--- src/rtl/led_pkg.sv ---
package led_pkg;
  typedef enum logic [1:0] {
    MODE_LA_DUP  = 2'd0,
    MODE_RX_TX   = 2'd1,
    MODE_ANY_LNK = 2'd2,
    MODE_LA_DCOL = 2'd3
  } led_mode_e;

  typedef struct packed {
    logic busy;  // blink window running
    logic lit;   // blink currently in its lit half
  } blink_t;
endpackage

--- src/rtl/led_diag_seq.sv ---
module led_diag_seq #(
  parameter int STEP_CYCLES = 6250000,
  parameter int DIAG_STEPS  = 10
) (
  input  logic clk,
  input  logic rst_n,
  output logic diag_active,
  output logic diag_on
);
  localparam int PW = (STEP_CYCLES > 1) ? $clog2(STEP_CYCLES) : 1;
  localparam int SW = $clog2(DIAG_STEPS + 1) + 1;
  localparam logic [PW-1:0] PLAST = PW'(STEP_CYCLES - 1);
  localparam logic [SW-1:0] SLAST = SW'(DIAG_STEPS);

  logic [PW-1:0] pcnt;
  logic [SW-1:0] step;

  always_ff @(posedge clk) begin
    if (!rst_n) begin
      pcnt <= '0;
      step <= '0;
    end else if (step != SLAST) begin
      if (pcnt == PLAST) begin
        pcnt <= '0;
        step <= step + 1'b1;
      end else begin
        pcnt <= pcnt + 1'b1;
      end
    end
  end

  assign diag_active = (step != SLAST);
  assign diag_on     = ~step[0];

  assert_step_bound_R2: assert property (@(posedge clk) disable iff (!rst_n)
    step <= SLAST);
  assert_diag_sticky_R2: assert property (@(posedge clk) disable iff (!rst_n)
    !diag_active |=> !diag_active);
endmodule

--- src/rtl/led_blink.sv ---
module led_blink
  import led_pkg::*;
#(
  parameter int FLASH_HALF = 1250000
) (
  input  logic   clk,
  input  logic   rst_n,
  input  logic   ev,
  output blink_t bl
);
  localparam int CW = $clog2(2 * FLASH_HALF);
  localparam logic [CW-1:0] CLAST = CW'(2 * FLASH_HALF - 1);
  localparam logic [CW-1:0] CHALF = CW'(FLASH_HALF);

  logic          busy, pend;
  logic [CW-1:0] cnt;

  always_ff @(posedge clk) begin
    if (!rst_n) begin
      busy <= 1'b0;
      pend <= 1'b0;
      cnt  <= '0;
    end else if (busy) begin
      if (cnt == '0) begin
        busy <= pend | ev;
        pend <= 1'b0;
        cnt  <= CLAST;
      end else begin
        cnt  <= cnt - 1'b1;
        pend <= pend | ev;
      end
    end else if (ev) begin
      busy <= 1'b1;
      cnt  <= CLAST;
    end
  end

  assign bl.busy = busy;
  assign bl.lit  = busy && (cnt >= CHALF);

  assert_event_opens_R9: assert property (@(posedge clk) disable iff (!rst_n)
    ev |=> busy);
  assert_count_range_R9: assert property (@(posedge clk) disable iff (!rst_n)
    cnt <= CLAST);
endmodule

--- src/rtl/led_port_map.sv ---
module led_port_map
  import led_pkg::*;
(
  input  led_mode_e mode,
  input  logic      link,
  input  logic      fast,
  input  logic      dup,
  input  blink_t    b_any,
  input  blink_t    b_rx,
  input  blink_t    b_tx,
  input  blink_t    b_col,
  output logic      o_link,
  output logic      o_act,
  output logic      o_full,
  output logic      o_speed
);
  always_comb begin
    o_speed = fast;
    unique case (mode)
      MODE_LA_DUP: begin
        o_link = link & (b_any.busy ? b_any.lit : 1'b1);
        o_act  = b_col.lit;
        o_full = dup;
      end
      MODE_RX_TX: begin
        o_link = b_rx.lit;
        o_act  = b_tx.busy ? b_tx.lit : 1'b1;
        o_full = link;
      end
      MODE_ANY_LNK: begin
        o_link = b_any.lit;
        o_act  = b_col.busy ? b_col.lit : ~dup;
        o_full = link;
      end
      default: begin
        o_link = link & (b_any.busy ? b_any.lit : 1'b1);
        o_act  = b_col.busy ? b_col.lit : ~dup;
        o_full = dup;
      end
    endcase
  end
endmodule

--- src/rtl/port_led_ctrl.sv ---
module port_led_ctrl
  import led_pkg::*;
#(
  parameter int NPORT       = 5,
  parameter int STEP_CYCLES = 6250000,
  parameter int DIAG_STEPS  = 10,
  parameter int FLASH_HALF  = 1250000
) (
  input  logic             clk,
  input  logic             rst_n,
  input  logic [1:0]       mode_sel,
  input  logic [NPORT-1:0] link_up,
  input  logic [NPORT-1:0] speed100,
  input  logic [NPORT-1:0] full_dup,
  input  logic [NPORT-1:0] col_ev,
  input  logic [NPORT-1:0] tx_ev,
  input  logic [NPORT-1:0] rx_ev,
  output logic [NPORT-1:0] led_link,
  output logic [NPORT-1:0] led_act,
  output logic [NPORT-1:0] led_full,
  output logic [NPORT-1:0] led_speed
);
  localparam int NLAMP = 4 * NPORT;

  led_mode_e        mode_q;
  logic             diag_active, diag_on;
  logic [NPORT-1:0] m_link, m_act, m_full, m_speed;

  always_ff @(posedge clk) begin
    if (!rst_n) mode_q <= led_mode_e'(mode_sel);
  end

  led_diag_seq #(.STEP_CYCLES(STEP_CYCLES), .DIAG_STEPS(DIAG_STEPS)) u_diag (
    .clk(clk), .rst_n(rst_n), .diag_active(diag_active), .diag_on(diag_on)
  );

  for (genvar p = 0; p < NPORT; p++) begin : g_port
    blink_t b_any, b_rx, b_tx, b_col;

    led_blink #(.FLASH_HALF(FLASH_HALF)) u_any (
      .clk(clk), .rst_n(rst_n), .ev(tx_ev[p] | rx_ev[p]), .bl(b_any));
    led_blink #(.FLASH_HALF(FLASH_HALF)) u_rx (
      .clk(clk), .rst_n(rst_n), .ev(rx_ev[p]), .bl(b_rx));
    led_blink #(.FLASH_HALF(FLASH_HALF)) u_tx (
      .clk(clk), .rst_n(rst_n), .ev(tx_ev[p]), .bl(b_tx));
    led_blink #(.FLASH_HALF(FLASH_HALF)) u_col (
      .clk(clk), .rst_n(rst_n), .ev(col_ev[p]), .bl(b_col));

    led_port_map u_map (
      .mode(mode_q), .link(link_up[p]), .fast(speed100[p]), .dup(full_dup[p]),
      .b_any(b_any), .b_rx(b_rx), .b_tx(b_tx), .b_col(b_col),
      .o_link(m_link[p]), .o_act(m_act[p]), .o_full(m_full[p]),
      .o_speed(m_speed[p]));
  end

  always_comb begin
    if (diag_active) begin
      led_link  = {NPORT{diag_on}};
      led_act   = {NPORT{diag_on}};
      led_full  = {NPORT{diag_on}};
      led_speed = {NPORT{diag_on}};
    end else begin
      led_link  = m_link;
      led_act   = m_act;
      led_full  = m_full;
      led_speed = m_speed;
    end
  end

  assert_mode_hold_R1: assert property (@(posedge clk) disable iff (!rst_n)
    $past(rst_n) |-> $stable(mode_q));
  assert_diag_uniform_R2: assert property (@(posedge clk) disable iff (!rst_n)
    diag_active |->
      ($countones({led_link, led_act, led_full, led_speed}) == 0 ||
       $countones({led_link, led_act, led_full, led_speed}) == NLAMP));
  assert_link_dark_R3: assert property (@(posedge clk) disable iff (!rst_n)
    (!diag_active && (mode_q == MODE_LA_DUP || mode_q == MODE_LA_DCOL))
      |-> ((led_link & ~link_up) == '0));
endmodule

--- config.mk ---
export PLATFORM = sky130hd
export DESIGN_NAME = port_led_ctrl
export DESIGN_NICKNAME = d
export VERILOG_FILES = /design/src/rtl/led_pkg.sv /design/src/rtl/led_diag_seq.sv /design/src/rtl/led_blink.sv /design/src/rtl/led_port_map.sv /design/src/rtl/port_led_ctrl.sv
export SDC_FILE = /design/constraint.sdc
export NUM_CORES = 1
export LEC_CHECK = 0
export BUFFER_PORTS_ARGS = -buffer_cell sky130_fd_sc_hd__buf_4
export CORE_MARGIN = 2
export CORE_UTILIZATION = 48
export CTS_CLUSTER_SIZE = 30
export DETAILED_ROUTE_END_ITERATION = 16
export GPL_TIMING_DRIVEN = 0
export PLACE_DENSITY_LB_ADDON = 0.08
export SLEW_MARGIN = 15
export SYNTH_ARGS = -nofsm -noshare
export SYNTH_HDL_FRONTEND = slang
export SYNTH_SLANG_ARGS = --single-unit
--- constraint.sdc ---
create_clock -name clk -period 4.6 [get_ports clk]
set_clock_uncertainty 0.2 [all_clocks]
set_input_delay 1.15 -clock clk [delete_from_list [all_inputs] [get_ports clk]]
set_output_delay 1.15 -clock clk [all_outputs]
set_load 0.005 [all_outputs]
==> out/metrics.cfg, run 1 <==
[run_status]
status=complete, no violations

[route]
final_antenna_net_count=0
drtPass1Iterations=8
dr.first_iter.drc_count=2959
via_count=29420
vias_per_cell=6.582
finalWirelength_mm=98.68
wl_per_cell_um=22.08
drc=0

[die]
ioPinCount=54
rows=88
core-area_um2=57700
die_w_um=245.8
dieArea_um2=60420
start_util_pct=48.64
die_y_um=245.8

[clocking]
postCtsSetupBuffers=0
tritoncts=yes
cts_buffers=58
cts_buffer_depth=3
clockRootBuffer=clkbuf_16
clock_sinks=510
h-tree-depth=2
path_clk_slew_ns=0.06
clock_latency_ns=0.64

[sta]
timing.final.crit_share_pct=99.42
slew_headroom_pct=12.80
hold_viol_final=0
max_clock_freq_ghz=0.2187
worst_pin_slew_ns=1.308
period_minus_slack_ns=4.573
report.final.setup_viol=0
maxSlewViolCount=0

[setup_path]
r2r_setup_slack_ns=1.33
worstRegToRegCells=6
cp.required_ns=4.98
critPathMaxStageDelay_ns=1.00
path_delay_family=buffers and inverters
crit_chain=buf_4 -> buf_2 -> clkbuf_1 -> clkbuf_1 -> clkbuf_1 -> nand3_1 -> nand3_1
critPathSlowestCell=clkbuf_1
cp_num_buf_inv=5
critPathKind=in -> reg
path_max_fanout=10
rr_endpoint=g_port[4].u_rx.pend
r2r-start=g_port[4].u_rx.cnt[4]
crit_path_end_kind=register
startpoint_type=input port
crit_arrival_ns=4.95
cpMostUsedCell=clkbuf_1

[synthesis]
yosysWarnings=0
synth-seq-cells=510
synth_ff_type=dfxtp_1
syn_nets=3626
syn_avg_cell_area_um2=7.914
synth.distinct_cells=86
synth_edf_count=2
synth.cell_area_um2=28060
async_reset_ff_share_pct=0
syn_inst=3546
synth.yosys.seq_area_share_pct=36.45

[power]
irDropWorstVdd_mv=0.4010
p_leak_nw=11.75
total_power_mw=13.15
power_density_nw_per_um2=416.3

[final_layout]
syn2layout_area_growth_pct=12.56
stdcell_area_um2=31590
antenna_cells=0
final_nets=3738
drive_above_1_share_pct=7.395

[min_path]
min-delay-start=g_port[2].u_col.cnt[6]
min-delay-path-class=reg -> reg
holdPathEnd=g_port[2].u_col.cnt[6]
hold_depth=2

[grt]
grt_overflow=0
grt_max_degree=15
grt_pass1_wl_mm=152.9
grt_pass1_vias=27530
grt.total_usage_pct=31.86
antenna_found_initial=6

[place]
placed_cell_area_um2=29450
hpwlAfterDp_mm=67.05
io_buffer_count=51
gp_congestion=0.9433

[flow_run]
drv_cap=0

-- how the worst max path moves through the flow --
stage | from | endpoint | slack, ns | cells past startpoint
after global routing | u_diag.step[0] | led_act[0] | -0.003 | 10
after floorplan | u_diag.step[0] | led_link[4] | 1.38 | 8
after detailed placement | rst_n | g_port[2].u_any.cnt[20] | -0.55 | 7
after global placement | rst_n | g_port[2].u_any.cnt[20] | -1.02 | 7
final | rst_n | g_port[0].u_rx.cnt[14] | 0.03 | 7
after CTS | mode_q[0] | led_act[0] | 0.04 | 7
-- metal layers --
layer / share of wire (%) / track usage, % / vias up
li1: - / - / 13750
met1: 42 / 42.13 / 14030
met2: 43 / 49.30 / 1366
met3: 9.3 / 6.624 / 276
met4: 5.2 / 15.58 / 4
met5: 0.029 / 0 / -
-- cells in the mapped netlist, drive strengths merged, types with 40 or more instances --
| master | count | area (µm²) |
|---|---|---|
| dfxtp | 508 | 10170 |
| xnor2 | 40 | 350.3 |
| nor2 | 276 | 1036 |
| a21oi | 220 | 1101 |
| or3 | 79 | 499.2 |
| inv | 113 | 424.2 |
| nand4 | 72 | 450.4 |
| xor2 | 41 | 359.1 |
| a211oi | 57 | 427.9 |
| a31oi | 98 | 613.1 |
| o21ai | 256 | 1289 |
| ha | 46 | 575.6 |
| clkbuf | 168 | 630.6 |
| nand2 | 242 | 908.4 |
| a211o | 49 | 429.2 |
| and3 | 69 | 431.7 |
| nand3 | 120 | 600.6 |
| nor3 | 269 | 1346 |
| nor4 | 143 | 919.6 |
| o21a | 59 | 450.4 |
| or4 | 57 | 435.4 |
-- report_power, final --
part           leakage, nW  internal (mW)  total, mW  switching (mW)
sequential            4.21           4.84       5.36           0.516
clock                 1.04           3.11       5.13            2.03
combinational         6.50          0.956       2.66            1.70
total                 11.7           8.91       13.2            4.24
-- tightest hold or removal path, cell delays in order (launching register included) --
cell and delay, ns:
dfxtp_1 0.32, inv_1 0.05, o22ai_1 0.05
-- flip-flops by register name, indices dropped and copies added (netlist names), 23 cells and up --
signal	count
g_port.u_rx.cnt	110
g_port.u_any.cnt	110
g_port.u_col.cnt	110
u_diag.pcnt	23
g_port.u_tx.cnt	110
-- per-stage QoR --
stage / TNS (ns) / util [%] / hold slack [ns] / std cells / setup slack, ns
2_1_floorplan: 0 / - / 0.2417 / 3546 / 1.382
5_1_grt: -0.003150 / 54.75 / 0.3028 / 4470 / -0.003150
6_report: 0 / 54.75 / 0.2770 / 4470 / 0.02688
4_1_cts: 0 / 54.70 / 0.2795 / 4470 / 0.03547
3_5_place_dp: -14.06 / 51.04 / 0.2706 / 4364 / -0.5529
3_3_place_gp: -63.08 / 50.96 / 0.2567 / 4362 / -1.021
-- cell families (layout without fill, tap and decap cells) --
group / count (synthesis) / in the layout / synth area share [%]
AO/OA/AOI/OAI: 1071 / 1071 / 25.48
XOR/XNOR: 81 / 81 / 2.528
adder cells (fa/ha/maj): 46 / 46 / 2.051
buffers and inverters: 305 / 464 / 4.187
flip-flops: 510 / 510 / 36.45
multiplexers: 14 / 14 / 0.5172
AND/OR/NAND/NOR: 1519 / 1519 / 28.78
-- cell usage in the layout (no fill, tap or decap), types with 52 or more instances in the layout --
cell	n
clkbuf_16	59
a211oi_1	57
nor3_1	268
clkbuf_1	154
dfxtp_1	508
a31oi_1	98
or4_1	55
nand4_1	72
and3_1	69
buf_4	52
o21ai_0	244
inv_1	113
a21oi_1	220
nor4_1	138
nand2_1	241
o21a_1	58
or3_1	78
nand3_1	120
nor2_1	275
-- repair_timing --
| item | CTS | global route |
|---|---|---|
| hold buffers | 0 | 0 |
| endpoints found under the hold margin | 0 | 0 |
| resized for setup | 14 | 4 |
| setup endpoints to repair | 19 | 5 |
-- cell type report --
class                      instances  area, µm²
multi-input combinational       2731      16690
inverter                         113      424.2
tap                              765      957.2
buffer                           191      789.5
sequential                       510      10230
clock inverter                    30      416.7
timing repair buffer              53      405.4
fill                            5509      26110
clock buffer                      77       1674
No activity file was read; power rests on OpenSTA's default activity.
==> run 2: changes to the inputs <==
--- a/config.mk
+++ b/config.mk
@@ -7,7 +7,7 @@
 export LEC_CHECK = 0
 export BUFFER_PORTS_ARGS = -buffer_cell sky130_fd_sc_hd__buf_4
 export CORE_MARGIN = 2
-export CORE_UTILIZATION = 48
+export CORE_UTILIZATION = 40
 export CTS_CLUSTER_SIZE = 30
 export DETAILED_ROUTE_END_ITERATION = 16
 export GPL_TIMING_DRIVEN = 0
==> run 2 against run 1 <==
- global-route usage down 4.5 points
- setup slack better by 0.011 ns
- sequential power about the same
- critical path type is now reg -> out
==> out/metrics.cfg, run 2 (synthesis results as in run 1) <==
[grt]
antenna_found_initial=4  ; was 6
grt_overflow=0  ; unchanged
grt.total_usage_pct=27.40  ; was 31.86%
busiest_layer=met2  ; unchanged
grt_pass1_vias=26570  ; was 27530
grtUsageMet3_pct=4.511  ; was 6.624%
grt_pass1_wl_mm=155.2  ; was 152.9 mm
grt_max_degree=15  ; unchanged
use_met1_pct=37.42  ; was 42.13%
gr-usage-met2_pct=43.52  ; was 49.30%

[die]
start_util_pct=40.21  ; was 48.64%
core-area_um2=69790  ; was 57700 µm²
die_y_um=268.9  ; was 245.8 µm
dieArea_um2=72290  ; was 60420 µm²
ioPinCount=54  ; unchanged
die_w_um=268.9  ; was 245.8 µm
rows=97  ; was 88

[route]
drc=0  ; unchanged
via_count=29010  ; was 29420
vias_per_cell=6.240  ; was 6.582
drtPass1Iterations=6  ; was 8
finalWirelength_mm=101.4  ; was 98.68 mm
final_antenna_net_count=0  ; unchanged
wl_per_cell_um=21.81  ; was 22.08 µm
dr.first_iter.drc_count=2776  ; was 2959

[run_status]
status=complete, no violations  ; unchanged

[min_path]
min-delay-path-class=reg -> reg  ; unchanged
min-delay-start=g_port[2].u_col.cnt[6]  ; unchanged

[clocking]
clock_sinks=510  ; unchanged
clock_latency_ns=0.64  ; about the same
cts_buffer_depth=3  ; unchanged
cts_buffers=60  ; was 58
clockRootBuffer=clkbuf_16  ; unchanged
path_clk_slew_ns=0.06  ; about the same
cts_hold_buf=0  ; unchanged
h-tree-depth=2  ; unchanged
tritoncts=yes  ; unchanged

[setup_path]
startpoint_type=register  ; was input port
path_max_fanout=8  ; was 10
critPathSlowestCell=nor2_2  ; was clkbuf_1
r2r-start=g_port[3].u_col.cnt[2]  ; was g_port[4].u_rx.cnt[4]
path_delay_family=simple AND/OR/NAND/NOR gates  ; was buffers and inverters
cpMostUsedCell=buf_4  ; was clkbuf_1
cp.required_ns=3.25  ; was 4.98 ns
startpoint=u_diag.step[0]  ; was rst_n
crit_path_end_kind=output pin  ; was register
critPathKind=reg -> out  ; was in -> reg
crit_arrival_ns=3.21  ; was 4.95 ns
critPathMaxStageDelay_ns=0.61  ; was 1.00 ns
cp_num_buf_inv=4  ; was 5
crit_chain=inv_1 -> ha_1 -> nor4bb_1 -> clkbuf_8 -> buf_4 -> nor2_2 -> o32ai_1 -> a31oi_1 -> buf_4  ; was buf_4 -> buf_2 -> clkbuf_1 -> clkbuf_1 -> clkbuf_1 -> nand3_1 -> nand3_1

[power]
p_int_mw=9.068  ; was 8.906 mW
power_density_nw_per_um2=416.5  ; was 416.3 nW/µm²
p_seq_share_pct=40.3  ; was 40.8%
irDropWorstVdd_mv=0.2963  ; was 0.4010 mV
p_leak_nw=11.79  ; was 11.75 nW
pwr-share-comb_pct=20.0  ; was 20.2%
total_power_mw=13.29  ; was 13.15 mW
netSwitchingFraction_pct=31.75  ; was 32.28%
switchingPower_mw=4.218  ; was 4.244 mW
clock_power_share_pct=39.7  ; was 39.0%

[sta]
timing.final.crit_share_pct=99.17  ; was 99.42%
max_clock_freq_ghz=0.2192  ; was 0.2187 GHz
period_minus_slack_ns=4.562  ; was 4.573 ns
slew_headroom_pct=12.96  ; was 12.80%
hold_viol_final=0  ; unchanged
report.final.setup_viol=0  ; unchanged
rsz0062_at_grt=true
maxSlewViolCount=0  ; unchanged
worst_pin_slew_ns=1.306  ; was 1.308 ns
fin_ws_ns=0.03817  ; was 0.02688 ns

[final_layout]
final_cell_mix=dfxtp_1, nor2_1, nor3_1  ; unchanged
final_nets=3740  ; was 3738
stdcell_area_um2=31900  ; was 31590 µm²
layout_commonest_cell=dfxtp_1  ; unchanged
drive_above_1_share_pct=7.443  ; was 7.395%
utilization_pct=45.71  ; was 54.75%
fin_cells=4649  ; was 4470
syn2layout_area_growth_pct=13.66  ; was 12.56%

[place]
gp_congestion=0.9196  ; was 0.9433
io_buffer_count=51  ; unchanged
hpwlAfterDp_mm=69.78  ; was 67.05 mm
dp_cells=4538  ; was 4364
placed_cell_area_um2=29670  ; was 29450 µm²
place_ws_ns=-0.4928  ; was -0.5529 ns

[flow_run]
drv_cap=0  ; unchanged

[run 2: cell types whose count changed in the layout (fill, tap and decap cells not counted), moves of 2 or more]
cell	previous run	this run
inv_6	2	0
clkbuf_16	59	61
clkinv_2	15	11
clkbuf_8	14	17
clkbuf_1	154	159
[run 2: layer usage]
layer / vias to the layer above / share of wire [%]
met3: 179 / 7.3
met5: - / 0.024
met2: 1035 / 45
met1: 14030 / 45
li1: 13770 / -
met4: 4 / 3.5
[run 2: through the flow]
step | setup TNS, ns | hold WS, ns
6_report | 0 | 0.2692
2_1_floorplan | 0 | 0.2417
5_1_grt | -0.04257 | 0.3027
3_3_place_gp | -87.43 | 0.2648
4_1_cts | 0 | 0.2724
3_5_place_dp | -26.11 | 0.2632
[run 2: what timing repair did]
action	in CTS	in global routing
gates resized for setup	13	2
buffers inserted	1	0
endpoints found under the setup margin	20	3
[run 2: power by group through the flow]
stage	Combinational, mW	Sequential [mW]	Clock, mW
global placement	2.55	5.41	0
finish	2.66	5.35	5.28
CTS	2.61	5.33	5.38
detailed placement	2.60	5.43	0
floorplan	1.91	5.30	0
global route	2.94	5.42	5.57
[run 2: final timing paths]
path / to / slack (ns) / cells past startpoint
max: led_link[2] / 0.04 / 9
min: g_port[2].u_col.cnt[6] / 0.27 / 2
max reg2reg: g_port[3].u_col.cnt[13] / 1.40 / 6
min reg2reg: g_port[2].u_col.cnt[6] / 0.27 / 2
[run 2: worst register-to-register path, stage by stage, from the launching register on]
cell,delay (ns)
dfxtp_1,0.34
nor4_1,0.91
nand4b_1,0.40
o21ai_0,0.41
clkbuf_1,0.46
nor3_1,0.11
nor4_1,0.28
[run 2: final cells by class]
cell class	instances	area (µm²)
tap	940	1176
fill	6968	37890
antenna	1	2.502
multi-input combinational	2731	16690
timing repair buffer	53	401.6
inverter	113	424.2
clock inverter	23	392.9
buffer	191	800.8
clock buffer	87	1774
sequential	510	10230
